--- src/rtl/alsu_pkg.sv ---
package alsu_pkg;

    // Result source, taken from op[3:2]
    typedef enum logic [1:0] {
        SRC_ARITH = 2'b00,
        SRC_LOGIC = 2'b01,
        SRC_SHR   = 2'b10,
        SRC_SHL   = 2'b11
    } src_sel_e;

    // Adder second-operand choice, taken from op[1:0] in the arithmetic group
    typedef enum logic [1:0] {
        YSEL_B    = 2'b00,
        YSEL_NB   = 2'b01,
        YSEL_ZERO = 2'b10,
        YSEL_ONES = 2'b11
    } y_sel_e;

    // Bitwise function, taken from op[1:0] in the logic group
    typedef enum logic [1:0] {
        LOP_AND  = 2'b00,
        LOP_OR   = 2'b01,
        LOP_XOR  = 2'b10,
        LOP_NOTA = 2'b11
    } lop_e;

    typedef struct packed {
        src_sel_e   src;
        logic [1:0] fn;
    } opcode_t;

    typedef struct packed {
        logic carry;
        logic ovf;
    } flags_t;

    localparam flags_t FLAGS_CLEAR = '{carry: 1'b0, ovf: 1'b0};

    function automatic opcode_t split_op(input logic [3:0] op);
        opcode_t o;
        o.src = src_sel_e'(op[3:2]);
        o.fn  = op[1:0];
        return o;
    endfunction

    // One bit of the adder's Y operand
    function automatic logic pick_operand(input logic b_bit, input logic [1:0] fn);
        logic y;
        case (y_sel_e'(fn))
            YSEL_B:    y = b_bit;
            YSEL_NB:   y = ~b_bit;
            YSEL_ZERO: y = 1'b0;
            default:   y = 1'b1;
        endcase
        return y;
    endfunction

    // One bit of the logic stage
    function automatic logic logic_bit(input logic a_bit, input logic b_bit,
                                       input logic [1:0] fn);
        logic r;
        case (lop_e'(fn))
            LOP_AND: r = a_bit & b_bit;
            LOP_OR:  r = a_bit | b_bit;
            LOP_XOR: r = a_bit ^ b_bit;
            default: r = ~a_bit;
        endcase
        return r;
    endfunction

    // Full adder: returns {carry, sum}
    function automatic logic [1:0] full_add(input logic x, input logic y, input logic c);
        logic s;
        logic co;
        s  = x ^ y ^ c;
        co = (x & y) | ((x ^ y) & c);
        return {co, s};
    endfunction

endpackage

--- src/rtl/alsu_arith.sv ---
module alsu_arith #(
    parameter int W = 8
) (
    input  logic [W-1:0] a,
    input  logic [W-1:0] b,
    input  logic [1:0]   fn,
    input  logic         cin,
    output logic [W-1:0] sum,
    output logic         cout,
    output logic         ovf
);
    import alsu_pkg::*;

    logic [W:0]   carry;
    logic [W-1:0] y_op;

    assign carry[0] = cin;

    for (genvar i = 0; i < W; i++) begin : g_stage
        assign y_op[i] = pick_operand(b[i], fn);
        assign {carry[i+1], sum[i]} = full_add(a[i], y_op[i], carry[i]);
    end

    assign cout = carry[W];
    assign ovf  = carry[W] ^ carry[W-1];

endmodule

--- src/rtl/alsu_logic.sv ---
module alsu_logic #(
    parameter int W = 8
) (
    input  logic [W-1:0] a,
    input  logic [W-1:0] b,
    input  logic [1:0]   fn,
    output logic [W-1:0] y
);
    import alsu_pkg::*;

    for (genvar i = 0; i < W; i++) begin : g_bit
        assign y[i] = logic_bit(a[i], b[i], fn);
    end

endmodule

--- src/rtl/alsu_shift.sv ---
module alsu_shift #(
    parameter int W = 8
) (
    input  logic [W-1:0] a,
    input  logic         fill_hi,
    input  logic         fill_lo,
    output logic [W-1:0] shr,
    output logic [W-1:0] shl
);
    for (genvar i = 0; i < W; i++) begin : g_bit
        if (i == W - 1) begin : g_top
            assign shr[i] = fill_hi;
        end else begin : g_mid_r
            assign shr[i] = a[i+1];
        end
        if (i == 0) begin : g_bot
            assign shl[i] = fill_lo;
        end else begin : g_mid_l
            assign shl[i] = a[i-1];
        end
    end

endmodule

--- src/rtl/alsu_mux.sv ---
module alsu_mux #(
    parameter int W = 8
) (
    input  alsu_pkg::src_sel_e src,
    input  logic [W-1:0]       d_arith,
    input  logic [W-1:0]       d_logic,
    input  logic [W-1:0]       d_shr,
    input  logic [W-1:0]       d_shl,
    output logic [W-1:0]       y
);
    import alsu_pkg::*;

    for (genvar i = 0; i < W; i++) begin : g_bit
        always_comb begin
            case (src)
                SRC_ARITH: y[i] = d_arith[i];
                SRC_LOGIC: y[i] = d_logic[i];
                SRC_SHR:   y[i] = d_shr[i];
                default:   y[i] = d_shl[i];
            endcase
        end
    end

endmodule

--- src/rtl/alsu_unit.sv ---
module alsu_unit #(
    parameter int W = 8
) (
    input  logic         clk,
    input  logic         rst,
    input  logic         en,
    input  logic [3:0]   op,
    input  logic         carry_in,
    input  logic [W-1:0] a,
    input  logic [W-1:0] b,
    input  logic         ser_hi_in,
    input  logic         ser_lo_in,
    output logic [W-1:0] result,
    output logic         carry_out,
    output logic         overflow
);
    import alsu_pkg::*;

    opcode_t      dec;
    logic [W-1:0] arith_d, logic_d, shr_d, shl_d, mux_d;
    logic         add_cout, add_ovf;
    flags_t       flags_d, flags_q;
    logic [W-1:0] result_q;

    assign dec = split_op(op);

    alsu_arith #(.W(W)) u_arith (
        .a(a), .b(b), .fn(dec.fn), .cin(carry_in),
        .sum(arith_d), .cout(add_cout), .ovf(add_ovf)
    );

    alsu_logic #(.W(W)) u_logic (
        .a(a), .b(b), .fn(dec.fn), .y(logic_d)
    );

    alsu_shift #(.W(W)) u_shift (
        .a(a), .fill_hi(ser_hi_in), .fill_lo(ser_lo_in),
        .shr(shr_d), .shl(shl_d)
    );

    alsu_mux #(.W(W)) u_mux (
        .src(dec.src), .d_arith(arith_d), .d_logic(logic_d),
        .d_shr(shr_d), .d_shl(shl_d), .y(mux_d)
    );

    always_comb begin
        flags_d = FLAGS_CLEAR;
        if (dec.src == SRC_ARITH) begin
            flags_d.carry = add_cout;
            flags_d.ovf   = add_ovf;
        end
    end

    always_ff @(posedge clk) begin
        if (rst) begin
            result_q <= '0;
            flags_q  <= FLAGS_CLEAR;
        end else if (en) begin
            result_q <= mux_d;
            flags_q  <= flags_d;
        end
    end

    assign result    = result_q;
    assign carry_out = flags_q.carry;
    assign overflow  = flags_q.ovf;

endmodule

--- config.mk ---
export PLATFORM = sky130hd
export DESIGN_NAME = alsu_unit
export DESIGN_NICKNAME = d
export VERILOG_FILES = /design/src/rtl/alsu_pkg.sv /design/src/rtl/alsu_arith.sv /design/src/rtl/alsu_logic.sv /design/src/rtl/alsu_shift.sv /design/src/rtl/alsu_mux.sv /design/src/rtl/alsu_unit.sv
export SDC_FILE = /design/constraint.sdc
export NUM_CORES = 1
export LEC_CHECK = 0
export BUFFER_PORTS_ARGS = -buffer_cell sky130_fd_sc_hd__buf_2
export CAP_MARGIN = 20
export CELL_PAD_IN_SITES_DETAIL_PLACEMENT = 1
export CELL_PAD_IN_SITES_GLOBAL_PLACEMENT = 2
export CORE_ASPECT_RATIO = 0.75
export CORE_MARGIN = 5
export CORE_UTILIZATION = 34
export CTS_CLUSTER_DIAMETER = 80
export DETAILED_ROUTE_END_ITERATION = 16
export PLACE_DENSITY_LB_ADDON = 0.1
export SLEW_MARGIN = 20
export SYNTH_ARGS = -nofsm -noshare
export SYNTH_HDL_FRONTEND = slang
export SYNTH_SLANG_ARGS = --single-unit
--- constraint.sdc ---
create_clock -name clk -period 7.1 [get_ports clk]
set_clock_uncertainty 0.1 [all_clocks]
set_input_delay 0.355 -clock clk [delete_from_list [all_inputs] [get_ports clk]]
set_output_delay 0.355 -clock clk [all_outputs]
set_load 0.02 [all_outputs]
==> After elaboration in Yosys (flattened, before gate mapping) <==
Index checks and enable logic that the tools add are counted.
{ "op_classes": {"eq_ne": 4, "reduce_logical": 2, "n_bitwise": 81, "n_mux": 25} }
{ "ops": {"columns": ["operator", "count"], "rows": [
  ["one-hot mux 1 bit (3 select lines)", 24],
  ["XOR 1 bit", 25],
  ["AND 1 bit", 24],
  ["NOT 1 bit", 16],
  ["OR 1 bit", 16],
  ["equality test 2 x 1 -> 1 bit (second input constant)", 2],
  ["equality test 2 bit (second input constant)", 2],
  ["logical NOT 2 bit", 2],
  ["two-way mux 2 bit", 1]
]} }
{ "word_totals": {"out_inout_bits": 10, "register_bits": 10, "in_bits": 26} }

==> Logic depth before layout (Yosys ltp) <==
{ "depth": {"word_depth": 21, "mapped_depth": 18} }

==> Modules after synthesis <==
From an unflattened synthesis, not the netlist that was laid out.
{ "hier_totals": {"cells_unflattened": 150, "hier_area_um2": 1526.5} }
{ "by_module_without_submodules": {"columns": ["mod", "area_each_um2", "cells_per_inst", "instances", "seq_area_each_um2"], "rows": [
  ["alsu_logic", 493.0, 50, 1, 0.0],
  ["alsu_unit", 370.4, 34, 1, 200.2],
  ["alsu_arith", 346.6, 40, 1, 0.0],
  ["alsu_mux", 196.4, 10, 1, 0.0],
  ["alsu_shift", 120.1, 16, 1, 0.0]
]} }

==> Worst setup path after synthesis <==
Ideal clock, no wire load.
{ "synth_path": {"path_type": "input port to flip-flop", "start": "input op[1]", "end": "register result_q[7] (netlist: result[7])", "n_path_buf": 3, "arrival_time_ns": 4.527, "cell_stages": 18, "required_time_ns": 6.897, "setup_time_ns": 0.103, "setup_slack_ns": 2.370, "path_cell_list": "buf_2 -> buf_2 -> clkbuf_1 -> nor2_1 -> xnor2_1 -> fa_1 -> inv_1 -> fa_1 -> fa_1 -> fa_1 -> fa_1 -> fa_1 -> inv_1 -> fa_1 -> fa_1 -> o221ai_1 -> nor2_1 -> a2111oi_2"} }
{ "synth_between": {"elab_chain_len": 19, "elab_cells_between_ends": 43} }
{ "synth_lines": {"columns": ["element", "line_no", "text"], "rows": [
  ["start: declaration", "alsu_unit.sv:7", "input logic [3:0] op,"],
  ["equality test 2 bit, or another cell as far along", "alsu_pkg.sv:49, alsu_pkg.sv:62", null],
  ["one-hot mux 1 bit (3 select lines)", "alsu_pkg.sv:49", "case (y_sel_e'(fn))"],
  ["XOR 1 bit", "alsu_pkg.sv:76", "co = (x & y) | ((x ^ y) & c);"],
  ["AND 1 bit", "alsu_pkg.sv:76", null],
  ["OR 1 bit", "alsu_pkg.sv:76", null],
  ["AND 1 bit", "alsu_pkg.sv:76", null],
  ["OR 1 bit", "alsu_pkg.sv:76", null],
  ["AND 1 bit", "alsu_pkg.sv:76", null],
  ["(+3 left out)", null, null],
  ["AND 1 bit", "alsu_pkg.sv:76", null],
  ["OR 1 bit", "alsu_pkg.sv:76", null],
  ["AND 1 bit", "alsu_pkg.sv:76", null],
  ["OR 1 bit", "alsu_pkg.sv:76", null],
  ["AND 1 bit", "alsu_pkg.sv:76", null],
  ["OR 1 bit", "alsu_pkg.sv:76", null],
  ["XOR 1 bit", "alsu_pkg.sv:75", "s = x ^ y ^ c;"],
  ["one-hot mux 1 bit (3 select lines) *", "alsu_mux.sv:15", "case (src)"],
  ["end signal: assignment", "alsu_unit.sv:59", "result_q <= mux_d;"],
  ["end: declaration", "alsu_unit.sv:23", "logic [W-1:0] result_q;"]
]} }
Every way passes the cells marked *; elsewhere a longest branch is shown, timed or not.
A chain may end at the register's enable or synchronous reset.

==> Final worst setup path <==
Same ends and word-level chain as after synthesis.

==> impl_metrics.yaml <==
floorplanning:
  core_um2: 4130
  fp-row-count: 20
  die_h_um: 67.0
  die_w_um: 86.0
  ioPinCount: 36
  die-area_um2: 5760
  initial_core_util: 0.357
grt:
  track_usage: 0.152
  grt-ovfl-total: 0
  grt_pass1_wl_mm: 6.96
  antenna_found_initial: 0
  grt_pass1_vias: 1444
  grt_max_degree: 28
yosys:
  synthArstFlopShare: 0
  yosysTopAreaCellShare: 0.136
  synthCells: 172
  netlist_top_cells_count: "nor2_1, inv_1, ha_1, dfxtp_1, mux2i_1"
  synth_largest_area_cell: "dfxtp_1"
  ys_top_cells_by_area: "dfxtp_1, ha_1, fa_1, a2111oi_2, nor2_1"
  syn_avg_cell_area_um2: 8.56
  syn-cell-area_um2: 1470
  syn-num-nets: 222
  yosysSeqAreaShare: 0.136
  synth_seq_cells: 10
  synth_flop_cell: "dfxtp_1"
  synth_most_common_cell: "nor2_1"
  synth-warning-count: 0
  synth-edff-count: 0
  synth_cell_types: 30
clock_tree:
  clockBufferDepth: 2
  cts_max_level: 1
  postCtsSetupRepairBufs: 0
  cts_sinks: 10
  cts-resized-gates: 0
  clock-root-buffer: "clkbuf_8"
  clk_pin_slew_ps: 50
  cts_tree: "done"
  clk-insertion-delay-late_ps: 230
  cts_inserted_buffers: 3
  postCtsHoldBufs: 0
critical_path:
  cp.arrival_ps: 4570
  reg2reg_to: "result[1]"
  critPathRequiredTime_ps: 7120
  r2r_cells: 3
  critPathKind: "in -> reg"
  path_max_fanout: 26
  r2r_start: "result[1]"
  crit_path_end_kind: "register"
  r2r_slack_ps: 5820
  worstSetupStartpointType: "primary input"
finish:
  synthToLayoutAreaGrowth_pct: 15.2
  antenna_cells: 0
  nets: 251
  final_layout_size_suffix_gt1_frac: 0.271
  instances_no_fill: 254
drt:
  drt_first_pass_iters: 4
  antenna_left: 0
  drt_iter0_drc: 23
  drt-vias-per-instance: 5.02
  vias: 1276
  wl_per_cell_um: 15.9
  finalWirelength_mm: 4.03
  drc: 0
placed_design:
  gp_congestion: 0.732
  place_ws_ps: 2260
  dp.cells: 251
  port-buffer-count: 35
  hpwl_mm: 3.16
timing:
  period_share: 0.640
  tightestPinTransition_ps: 579
  fmax_ghz: 0.220
  tns_ps: 0
  rsz0062_at_grt: "no"
  max-slew-margin-rel: 0.614
  final-setup-viol-count: 0
  final.setup.worst_slack_ps: 2560
  min_period_ps: 4540
  maxSlewViolCount: 0
  finalHoldViolCount: 0
power_and_ir_drop:
  power_density_nw_per_um2: 133
  p_switching_uw: 84.8
  power_frac_seq: 0.283
  power.static_leakage_uw: 0.000791
  intPower_uw: 141
  comb_power_share: 0.440
  switching_share: 0.376
  p_clk_frac: 0.278
  ir_drop_v: 0.0000477
hold_path:
  min_from: "overflow"
  whs_path_depth: 2
  hp-class: "reg -> reg"
  hold_path_end: "overflow"
job:
  drv_cap: 0
run_status:
  status: "complete, no violations"
[kinds of logic (layout without fill, tap and decap cells)]
kind of cell / after synthesis / after routing / share of synthesized area
AO/OA/AOI/OAI: 33 / 33 / 0.202
XOR/XNOR: 9 / 9 / 0.0535
adder cells (fa/ha/maj): 24 / 24 / 0.245
buffers and inverters: 35 / 62 / 0.103
flip-flops: 10 / 10 / 0.136
multiplexers: 15 / 15 / 0.107
AND/OR/NAND/NOR: 46 / 46 / 0.154
[power by group through the flow]
stage	registers, µW	clock network (µW)	logic (µW)
finish	63.7	62.6	99.0
global route	64.5	66.7	113
CTS	63.8	65.6	101
detailed placement	65.0	0	101
global placement	64.4	0	97.1
floorplan	69.8	0	65.3
[stage by stage]
step                hold slack [ps]  utilization  cell area (µm²)  total power, µW
finish                          369        0.411             1700              225
global route                    394        0.411             1700              244
CTS                             373        0.411             1700              231
detailed placement              363        0.401             1660              166
global placement                355        0.401             1660              162
floorplan                       444            -             1470              135
[how the worst max path moves through the flow]
stage / startpoint / endpoint / slack [ps] / cells after the start
final: op[1] / result[7] / 2560 / 16
after global routing: op[1] / result[7] / 2210 / 16
after CTS: op[1] / result[7] / 2520 / 16
after detailed placement: op[1] / result[7] / 2260 / 16
after global placement: op[1] / result[7] / 2450 / 16
after floorplan: op[1] / result[7] / 2370 / 18
[layout make-up]
type / count / area [µm²]
fillers: 515 / 2430
flip-flops and latches: 10 / 200
multi-input cells: 127 / 1120
well taps: 55 / 68.8
repair buffers: 35 / 175
inverters: 24 / 90.1
clock buffers: 3 / 41.3
[critical path: stages]
cell and delay (ps):
buf_2 440, nor2_1 130, xnor2_1 190, fa_1 190, inv_1 50, fa_1 370
fa_1 400, fa_1 390, fa_1 380, fa_1 360, inv_1 70, fa_1 230
fa_1 430, o221ai_1 170, nor2_1 80, a2111oi_2 310
[flip-flops by register name, summed over array words and instances, names as in the netlist]
signal	count
overflow	1
carry_out	1
result	8
[metal layers]
| metal | vias up | part of all wire | track usage |
|---|---|---|---|
| li1 | 642 | - | - |
| met1 | 616 | 0.47 | 0.193 |
| met2 | 16 | 0.50 | 0.279 |
| met3 | 2 | 0.024 | 0.0111 |
| met4 | 0 | 0.0062 | 0.0336 |
| met5 | - | 0 | 0 |
[cells in the final DEF, fill, tap and decap left out, drive strengths merged]
cell     netlist  layout
mux2           6       6
a2111oi       11      11
nor3           2       2
xnor2          8       8
a21oi          1       1
nor2b          7       7
a211oi         2       2
clkbuf         3       3
buf            8      35
nand3          1       1
o22a           2       2
nand2b         7       7
nand2          1       1
nand3b         1       1
o21a           3       3
dfxtp         10      10
xor2           1       1
mux2i          9       9
inv           24      24
fa             8       8
o22ai          8       8
or2            1       1
nor2          25      25
o21ai          3       3
ha            16      16
or3b           1       1
o221ai         3       3
(Power assumes the default switching activity.)
